===== src/rtl/ptf_pkg.sv =====
package ptf_pkg;

  // Tag bit stored above each payload byte
  typedef enum logic {
    TAG_DATA = 1'b0,
    TAG_CMD  = 1'b1
  } ptf_tag_e;

endpackage


===== src/rtl/ptf_mem.sv =====
// Shared storage: one write and one registered read per queue per cycle.
module ptf_mem #(
  parameter int DEPTH = 128,
  parameter int EW    = 9,
  localparam int AW   = $clog2(DEPTH)
) (
  input  logic          clk,
  input  logic          rst,
  input  logic          we_a,
  input  logic [AW-1:0] wa_a,
  input  logic [EW-1:0] wd_a,
  input  logic          we_b,
  input  logic [AW-1:0] wa_b,
  input  logic [EW-1:0] wd_b,
  input  logic          re_a,
  input  logic [AW-1:0] ra_a,
  output logic [EW-1:0] rd_a,
  input  logic          re_b,
  input  logic [AW-1:0] ra_b,
  output logic [EW-1:0] rd_b
);

  logic [EW-1:0] mem [DEPTH];

  // Array writes: the two queues never share an address
  always_ff @(posedge clk) begin
    if (we_a) mem[wa_a] <= wd_a;
    if (we_b) mem[wa_b] <= wd_b;
  end

  // Output registers, updated only on an accepted pop
  always_ff @(posedge clk) begin
    if (rst) begin
      rd_a <= '0;
      rd_b <= '0;
    end else begin
      if (re_a) rd_a <= mem[ra_a];
      if (re_b) rd_b <= mem[ra_b];
    end
  end

endmodule


===== src/rtl/ptf_chan.sv =====
// Pointer and occupancy control for one queue inside [base, last].
module ptf_chan #(
  parameter int AW = 7,
  localparam int CW = AW + 1
) (
  input  logic          clk,
  input  logic          rst,
  input  logic          reinit,
  input  logic [AW-1:0] base,
  input  logic [AW-1:0] last,
  input  logic [CW-1:0] cap,
  input  logic          wr,
  input  logic          rd,
  output logic          do_wr,
  output logic          do_rd,
  output logic [AW-1:0] waddr,
  output logic [AW-1:0] raddr,
  output logic [CW-1:0] count,
  output logic          full,
  output logic          empty,
  output logic          ovf,
  output logic          unf
);

  logic [AW-1:0] wp_q, rp_q;
  logic [CW-1:0] cnt_q;

  assign full  = (cnt_q == cap);
  assign empty = (cnt_q == '0);
  assign do_wr = wr && !full && !reinit;
  assign do_rd = rd && !empty && !reinit;
  assign waddr = wp_q;
  assign raddr = rp_q;
  assign count = cnt_q;

  always_ff @(posedge clk) begin
    if (rst || reinit) begin
      wp_q  <= base;
      rp_q  <= base;
      cnt_q <= '0;
      ovf   <= 1'b0;
      unf   <= 1'b0;
    end else begin
      if (do_wr) wp_q <= (wp_q == last) ? base : wp_q + 1'b1;
      if (do_rd) rp_q <= (rp_q == last) ? base : rp_q + 1'b1;
      cnt_q <= cnt_q + {{(CW-1){1'b0}}, do_wr} - {{(CW-1){1'b0}}, do_rd};
      ovf   <= wr && full;
      unf   <= rd && empty;
    end
  end

endmodule


===== src/rtl/ptag_fifo.sv =====
module ptag_fifo #(
  parameter int DEPTH     = 128,
  parameter int DW        = 8,
  parameter int BOUND_RST = 64,
  localparam int AW = $clog2(DEPTH),
  localparam int EW = DW + 1,
  localparam int CW = AW + 1
) (
  input  logic          clk,
  input  logic          rst,
  input  logic          host_wr_data,
  input  logic          host_wr_cmd,
  input  logic [DW-1:0] host_wdata,
  input  logic          host_rd,
  output logic [EW-1:0] host_rdata,
  output logic          host_ovf,
  output logic          host_unf,
  input  logic          loc_wr_data,
  input  logic          loc_wr_cmd,
  input  logic [DW-1:0] loc_wdata,
  input  logic          loc_rd,
  output logic [EW-1:0] loc_rdata,
  output logic          loc_ovf,
  output logic          loc_unf,
  input  logic          freeze,
  input  logic          bnd_we,
  input  logic [AW-1:0] bnd_wdata,
  output logic          in_full,
  output logic          in_empty,
  output logic [CW-1:0] in_count,
  output logic          out_full,
  output logic          out_empty,
  output logic [CW-1:0] out_count
);
  import ptf_pkg::*;

  // Boundary register
  logic [AW-1:0] bound_q;
  logic          bnd_ok;
  logic [AW-1:0] bound_nx;

  assign bnd_ok   = bnd_we && freeze;
  assign bound_nx = bnd_ok ? bnd_wdata : bound_q;

  always_ff @(posedge clk) begin
    if (rst)         bound_q <= AW'(BOUND_RST);
    else if (bnd_ok) bound_q <= bnd_wdata;
  end

  // Write strobes merged, command wins the tag
  ptf_tag_e h_tag, l_tag;
  logic     h_wr, l_wr;
  assign h_wr  = host_wr_data || host_wr_cmd;
  assign l_wr  = loc_wr_data || loc_wr_cmd;
  assign h_tag = host_wr_cmd ? TAG_CMD : TAG_DATA;
  assign l_tag = loc_wr_cmd ? TAG_CMD : TAG_DATA;

  // Queue geometry
  logic          hold_mode;
  logic [CW-1:0] in_cap, out_cap;
  logic [AW-1:0] in_last;
  assign hold_mode = (bound_q == '0);
  assign in_cap    = hold_mode ? CW'(1) : {1'b0, bound_q};
  assign out_cap   = CW'(DEPTH) - {1'b0, bound_q};
  assign in_last   = bound_q - 1'b1;

  // Inbound queue (host -> local)
  logic          in_do_wr, in_do_rd;
  logic [AW-1:0] in_waddr, in_raddr;

  ptf_chan #(.AW(AW)) u_in (
    .clk(clk), .rst(rst), .reinit(bnd_ok),
    .base('0), .last(in_last), .cap(in_cap),
    .wr(h_wr), .rd(loc_rd),
    .do_wr(in_do_wr), .do_rd(in_do_rd),
    .waddr(in_waddr), .raddr(in_raddr),
    .count(in_count), .full(in_full), .empty(in_empty),
    .ovf(host_ovf), .unf(loc_unf)
  );

  // Outbound queue (local -> host)
  logic          out_do_wr, out_do_rd;
  logic [AW-1:0] out_waddr, out_raddr;

  ptf_chan #(.AW(AW)) u_out (
    .clk(clk), .rst(rst), .reinit(bnd_ok),
    .base(bound_nx), .last(AW'(DEPTH - 1)), .cap(out_cap),
    .wr(l_wr), .rd(host_rd),
    .do_wr(out_do_wr), .do_rd(out_do_rd),
    .waddr(out_waddr), .raddr(out_raddr),
    .count(out_count), .full(out_full), .empty(out_empty),
    .ovf(loc_ovf), .unf(host_unf)
  );

  // Shared array
  logic [EW-1:0] arr_rd_in;

  ptf_mem #(.DEPTH(DEPTH), .EW(EW)) u_mem (
    .clk(clk), .rst(rst),
    .we_a(in_do_wr && !hold_mode), .wa_a(in_waddr), .wd_a({h_tag, host_wdata}),
    .we_b(out_do_wr), .wa_b(out_waddr), .wd_b({l_tag, loc_wdata}),
    .re_a(in_do_rd && !hold_mode), .ra_a(in_raddr), .rd_a(arr_rd_in),
    .re_b(out_do_rd), .ra_b(out_raddr), .rd_b(host_rdata)
  );

  // Depth-one inbound path used when the boundary is zero
  logic [EW-1:0] hold_q, hold_out_q;
  logic          sel_hold_q;

  always_ff @(posedge clk) begin
    if (rst) begin
      hold_q     <= '0;
      hold_out_q <= '0;
      sel_hold_q <= 1'b0;
    end else begin
      if (in_do_wr && hold_mode) hold_q <= {h_tag, host_wdata};
      if (in_do_rd) begin
        sel_hold_q <= hold_mode;
        if (hold_mode) hold_out_q <= hold_q;
      end
    end
  end

  assign loc_rdata = sel_hold_q ? hold_out_q : arr_rd_in;

endmodule


===== config.mk =====
export PLATFORM = sky130hd
export DESIGN_NAME = ptag_fifo
export DESIGN_NICKNAME = d
export VERILOG_FILES = /design/src/rtl/ptf_pkg.sv /design/src/rtl/ptf_mem.sv /design/src/rtl/ptf_chan.sv /design/src/rtl/ptag_fifo.sv
export SDC_FILE = /design/constraint.sdc
export NUM_CORES = 2
export LEC_CHECK = 0
export BUFFER_PORTS_ARGS = -buffer_cell sky130_fd_sc_hd__buf_2
export CAP_MARGIN = 10
export CORE_ASPECT_RATIO = 2
export CORE_MARGIN = 4
export CORE_UTILIZATION = 45
export DETAILED_ROUTE_END_ITERATION = 7
export GPL_ROUTABILITY_DRIVEN = 0
export PLACE_DENSITY = 0.64
export SYNTH_ARGS = -nofsm -noshare
export SYNTH_HDL_FRONTEND = slang
export SYNTH_SLANG_ARGS = --single-unit

===== constraint.sdc =====
create_clock -name clk -period 5.54 [get_ports clk]
set_input_delay 0.277 -clock clk [delete_from_list [all_inputs] [get_ports clk]]
set_output_delay 0.277 -clock clk [all_outputs]
set_load 0.1 [all_outputs]

## Yosys cells after proc, flatten, opt, wreduce, memory -nomap -nowiden

Memories as Yosys holds them, arrays and structs flattened. A register that Yosys moved wholly into a read port is not among the register bits.
Index checks and enable logic that the tools add are counted.

- Multiplexer cells: 17
- Equality and inequality tests: 6
- Add/subtract/negate cells: 10
- Reductions and logical operators: 31

Operators by type and width:

| kind | count |
|---|---|
| 2-to-1 mux 7 bit | 10 |
| adder 7 x 1 -> 7 bit (second input constant) | 4 |
| adder 8 x 1 -> 8 bit | 2 |
| logical AND 1 bit | 16 |
| logical NOT 8 bit | 2 |
| subtractor 8 x 1 -> 8 bit | 2 |
| equality test 7 bit | 2 |
| equality test 7 bit (second input constant) | 2 |
| 2-to-1 mux 9 bit | 1 |
| equality test 8 x 7 -> 1 bit | 1 |
| equality test 8 bit | 1 |
| subtractor 8 x 7 -> 8 bit (first input constant) | 1 |
| logical NOT 7 bit | 1 |
| subtractor 7 x 1 -> 7 bit (second input constant) | 1 |
| logical NOT 1 bit | 6 |
| 2-to-1 mux 1 bit | 6 |
| nonzero test 2 bit | 2 |
| logical OR 1 bit | 3 |
| AND reduction 2 bit | 1 |

- Output and inout bits: 42
- RAM bits: 1152
- Memories: 1
- Input bits: 33
- Register bits after elaboration: 74

Memories:

| name | depth | width | rd ports | clocked after memory_dff | wr ports | RTL line | source |
|---|---|---|---|---|---|---|---|
| u_mem.mem | 128 | 9 | 2 | 2 | 2 | ptf_mem.sv:23 | `logic [EW-1:0] mem [DEPTH];` |

## Depth between registers and ports, before layout

- Depth after elaboration: 9
- Depth in mapped cells: 25
- Gate-level depth less buffers: 20

## Modules after synthesis

From an unflattened synthesis, not the netlist that was laid out.

- Cells, all modules: 4782
- Area total of the unflattened synthesis: 74462.7 µm²

By module, submodules not included:

| module | cells each | area each (µm²) | times used |
|---|---|---|---|
| ptf_mem | 4287 | 69586.7 | 1 |
| ptf_chan at u_in | 166 | 1709.1 | 1 |
| ptf_chan at u_out | 167 | 1707.9 | 1 |
| ptag_fifo | 162 | 1458.9 | 1 |

## Worst setup path after synthesis

No wires, ideal clock.

- Path type: register to register
- From: register u_in.cnt_q[2], in the netlist u_in.count[2]
- To: register u_in.rp_q[1], in the netlist u_in.raddr[1]
- Arrival: 4348 ps
- Data required time: 5408 ps
- Cell stages (with the launch flop): 7
- Buffers on the path: 0
- Library setup time: 132 ps
- Clock period less this slack: 4481 ps
- Setup slack: 1059 ps
- Path through: dfxtp_1 inv_1 ha_1 inv_1 nor4_1 nand4b_1 a21oi_1

- Word-level cells in the longest chain between the ends: 4

RTL lines:

| item | RTL line | source |
|---|---|---|
| from (decl) | ptf_chan.sv:26 | `logic [CW-1:0] cnt_q;` |
| from (signal assigned) | ptf_chan.sv:46 | `cnt_q <= cnt_q + {{(CW-1){1'b0}}, do_wr} - {{(CW-1){1'b0}}, do_rd};` |
| logical NOT 8 bit | ptf_chan.sv:29 | `assign empty = (cnt_q == '0);` |
| named net in_empty | ptag_fifo.sv:29 | `output logic in_empty,` |
| logical NOT 1 bit | ptf_chan.sv:31 | `assign do_rd = rd && !empty && !reinit;` |
| logical AND 1 bit (2 in a row) | ptf_chan.sv:31 |  |
| to (signal assigned) | ptf_chan.sv:39 | `rp_q <= base;` |
| to (signal assigned) | ptf_chan.sv:45 | `if (do_rd) rp_q <= (rp_q == last) ? base : rp_q + 1'b1;` |
| to (decl) | ptf_chan.sv:25 | `logic [AW-1:0] wp_q, rp_q;` |

The timed path passes the listed nets, and every way through them passes these cells.
A chain may end at the register's enable or synchronous reset.

## Worst setup path after layout

- From: register bound_q[0]
- To: output out_full

- Word-level cells in the longest chain between the ends: 2

RTL lines:

| item | RTL line | source |
|---|---|---|
| from (decl) | ptag_fifo.sv:38 | `logic [AW-1:0] bound_q;` |
| from (signal assigned) | ptag_fifo.sv:46 | `if (rst) bound_q <= AW'(BOUND_RST);` |
| from (signal assigned) | ptag_fifo.sv:47 | `else if (bnd_ok) bound_q <= bnd_wdata;` |
| subtractor 8 x 7 -> 8 bit | ptag_fifo.sv:64 | `assign out_cap = CW'(DEPTH) - {1'b0, bound_q};` |
| equality test 8 bit | ptf_chan.sv:28 | `assign full = (cnt_q == cap);` |
| to (decl) | ptag_fifo.sv:31 | `output logic out_full,` |

Every way passes these cells.

==> results list <==
- For this design the ratio of total power to cell area is 348 mW/mm².
- Initial Utilization: 0.452
- Core region area: 0.165 mm²
- In this run the worst hold path is classified as in -> reg.
* Clk_skew: 0.0448 ns
- Fmax achieved: 0.193 GHz
- The floorplan has 211 rows.
* Number of endpoints with negative hold slack in the final report: 0
* Clock transition at path regs: 0.07 ns
* Placed wire-length estimate: 195000 µm
- The endpoint identified for the worst register-to-register timing path is u_mem.mem[69][3].
* Via density per instance: 7.11
- After synthesis the cells add up to 0.0746 mm².
- Vias in the first global route: 49100
- Number of buffers inserted by post-CTS setup repair: 0
- The tool flagged a number of max-cap violations equal to 0.
* Routed via count: 49200
* Final-layout setup total negative slack: 0 ns
- R2R setup slack: 0.95 ns
- For hold timing, the worst endpoint is u_out.ovf.
- Counting every sink on the clock net gives 1244.
* Violation count after the first detailed-routing iteration: 6541
- The worst setup path is launched from a register.
* Number of synthesized flops with an enable pin: 1166
- Setup repair after global routing left no endpoint under its margin.
* Critical path class: reg -> out
- Initial antenna violation count: 28
- For this run, design rule violations remaining after detail routing come to 0.
* First-pass iteration count of the detailed router: 8
- The worst hold path was traced through 3 stages.
* Area used by multi-input combinational logic: 0.0358 mm²
- Num ports: 75
- Mean cell area of the mapped netlist: 15.7 µm²
* Filler cell count: 13600
- Cells after synthesis: 4736
* Post-synthesis sequential area ratio: 0.490
- The clock reaches the later pin of the worst-skew pair after 0.77 ns.
- In this run the remaining antenna-violating nets after routing total 0.
- The design draws 28.6 mW.
- The share of synthesized area in the top cell type comes to 0.469.
- Width of the die: 296 µm
- Post-layout nets: 4735
* Synthesis warning total: 0
- In the finished design, the share of the clock period the worst path needs comes to 0.934.
- At the worst endpoint, the arrival time is 4.90 ns.
* Total congestion overflow: 0
* Main flop type after synthesis: sky130_fd_sc_hd__edfxtp_1
* Final WL: 291000 µm
- Cell type with the highest aggregate area in the netlist: sky130_fd_sc_hd__edfxtp_1
- Clock root buffer: sky130_fd_sc_hd__clkbuf_16
- The run finished with clean final reports.
* Number of buffers created by CTS: 112
- STA classifies the critical path endpoint as a primary output.
- Layout Cell Area excl Fill: 0.0820 mm²
- The worst register-to-register path begins at bound_q[0].
* Depth of the worst register-to-register path: 11
- Main area contributors after synthesis: sky130_fd_sc_hd__edfxtp_1, sky130_fd_sc_hd__mux4_2, sky130_fd_sc_hd__mux2_2
- Setup violations remaining at the end of the flow were counted as 0.
* Clock tree from TritonCTS: yes
- Count of unique library cells instantiated by Yosys: 69
* Rel. slew slack: 0.0974
- The die covers 0.173 mm².
* Standby leakage power: 25.6 nW
* First-pass GRT wire length: 400000 µm
- Area growth, synth to finish: 9.98%
- Port buffering added 74 buffers.
- Hold Startpoint: loc_wr_cmd
* Ys async rst share: 0
- CTS built an H-tree with a depth of 3.
- Counting flops and latches in the post-synthesis netlist gives 1244.
* Least-Margin Pin Slew: 1.35 ns
* Largest vdd supply drop: 357 µV
- Once placement finished, the instance area stood at 0.0779 mm².
- Gr usage total: 0.335
- When the netlist entered floorplanning its net count stood at 4798.
* Average detailed-routed wire length per instance: 42.1 µm
* Flip-flop and latch area: 0.0366 mm²
- Fin crit period: 5.17 ns
- The number of pins with negative max-slew slack in the final report is 0.
- Of the cells placed in the final design, the portion with a size suffix greater than 1 is 0.517.
* Maximum number of pins on one net before global-route repair: 130
* CP Data Required Time: 5.26 ns
- The floorplan step set the die height to 584 µm.
- Maximum buffer depth of the clock tree: 3
- Crit-path max FO: 28
-- cell usage in the layout (no fill, tap or decap), types with 32 or more instances in the layout --
master	count
sky130_fd_sc_hd__buf_4	243
sky130_fd_sc_hd__buf_2	69
sky130_fd_sc_hd__nor2_1	128
sky130_fd_sc_hd__nor4_4	32
sky130_fd_sc_hd__mux4_2	644
sky130_fd_sc_hd__dfxtp_1	75
sky130_fd_sc_hd__edfxtp_1	1166
sky130_fd_sc_hd__o21ai_0	106
sky130_fd_sc_hd__mux2_2	1164
sky130_fd_sc_hd__nand3_2	76
sky130_fd_sc_hd__mux2i_1	119
sky130_fd_sc_hd__o21bai_1	40
sky130_fd_sc_hd__nand3_1	36
sky130_fd_sc_hd__xnor2_1	34
sky130_fd_sc_hd__a21oi_1	43
sky130_fd_sc_hd__nand2_1	78
sky130_fd_sc_hd__inv_1	38
sky130_fd_sc_hd__clkbuf_16	115
-- per-layer routing --
| metal | GRT usage | wire length [µm] |
|---|---|---|
| met1 | 0.357 | 90500 |
| met5 | 0 | 11 |
| met2 | 0.547 | 141000 |
| met3 | 0.0752 | 25500 |
| met4 | 0.311 | 34300 |
-- stage by stage --
| stage | util | setup WS, ns | cells | hold WS (ns) |
|---|---|---|---|---|
| 2_1_floorplan | - | 1.06 | 4736 | 0.421 |
| 3_5_place_dp | 0.472 | 1.12 | 6666 | 0.446 |
| 6_report | 0.497 | 0.367 | 6926 | 0.0591 |
| 4_1_cts | 0.496 | 0.435 | 6889 | 0.0119 |
| 5_1_grt | 0.497 | 0.243 | 6904 | 0.0772 |
| 3_3_place_gp | 0.472 | 0.952 | 6655 | 0.437 |
-- cell families (layout without fill, tap and decap cells) --
group	after synthesis	after routing	share of synthesized area
AOI/OAI and AO/OA	362	362	0.0309
xor gates and xnor gates	58	58	0.00681
adders and majority gates	29	29	0.00507
buffers and inverters	573	606	0.0305
DFF	1244	1244	0.490
muxes	1928	1928	0.386
other	0	27	0
and+or+nand+nor	542	542	0.0501
-- cell usage after synthesis (all sizes together), types with 16 or more instances --
master and number:
inv 40, a21oi 43, edfxtp 1166, nand2 78, a211oi 24, xor2 24
and2 23, dfxtp 78, o22ai 29, mux4 644, buf 141, mux2 1164
a22oi 25, nor3 25, nor2b 16, o21ai 126, nand3 113, clkbuf 391
mux2i 120, ha 27, nor4 57, nor2 136, o21bai 40, xnor2 34
-- state kept, by name, summed over array words and instances (netlist names), 7 cells and up --
register / count
u_mem.rd_b: 9
bound_q: 7
u_in.count: 8
u_in.waddr: 7
u_out.waddr: 7
u_out.raddr: 7
u_mem.rd_a: 9
hold_q: 9
u_mem.mem: 1152
hold_out_q: 9
u_out.count: 8
u_in.raddr: 7
-- power by group --
part	internal [mW]	switching, mW
Clock	4.67	3.83
Combinational	3.40	5.83
Sequential	10.5	0.327
Total	18.6	10.0
-- timing repair --
item | in CTS | in global routing
resized for setup | 0 | 0
hold endpoints to repair | 30 | 0
hold buffers | 13 | 0
-- worst max-delay path by stage --
stage,from,end,depth (start not counted),slack [ns]
final,bound_q[0],out_full,10,0.37
after global routing,bound_q[0],out_full,10,0.24
after CTS,bound_q[0],out_full,10,0.43
after detailed placement,bound_q[0],u_out.count[6],20,1.12
after global placement,bound_q[0],u_out.count[6],20,0.95
after floorplan,u_in.count[2],u_in.raddr[1],6,1.06
-- critical path, stage by stage (launching register included) --
cell                      delay [ns]
sky130_fd_sc_hd__dfxtp_1        0.42
sky130_fd_sc_hd__inv_1          0.10
sky130_fd_sc_hd__ha_1           0.19
sky130_fd_sc_hd__nor3b_4        0.30
sky130_fd_sc_hd__and3_1         0.43
sky130_fd_sc_hd__nor3_1         0.10
sky130_fd_sc_hd__nor4b_1        0.59
sky130_fd_sc_hd__nand3_4        0.21
sky130_fd_sc_hd__inv_4          0.80
sky130_fd_sc_hd__buf_4          0.41
sky130_fd_sc_hd__buf_2          0.50
-- layout make-up --
cell class              instances  area share
flip-flops and latches       1244       0.446
multi-input cells            2919       0.437
clock buffers                 133      0.0361
repair buffers                355      0.0350
well taps                    2130      0.0325
clock inverters                77      0.0110
inverters                      41     0.00194
diodes                         27    0.000824
Note: power is estimated with default switching activity, not from simulation.
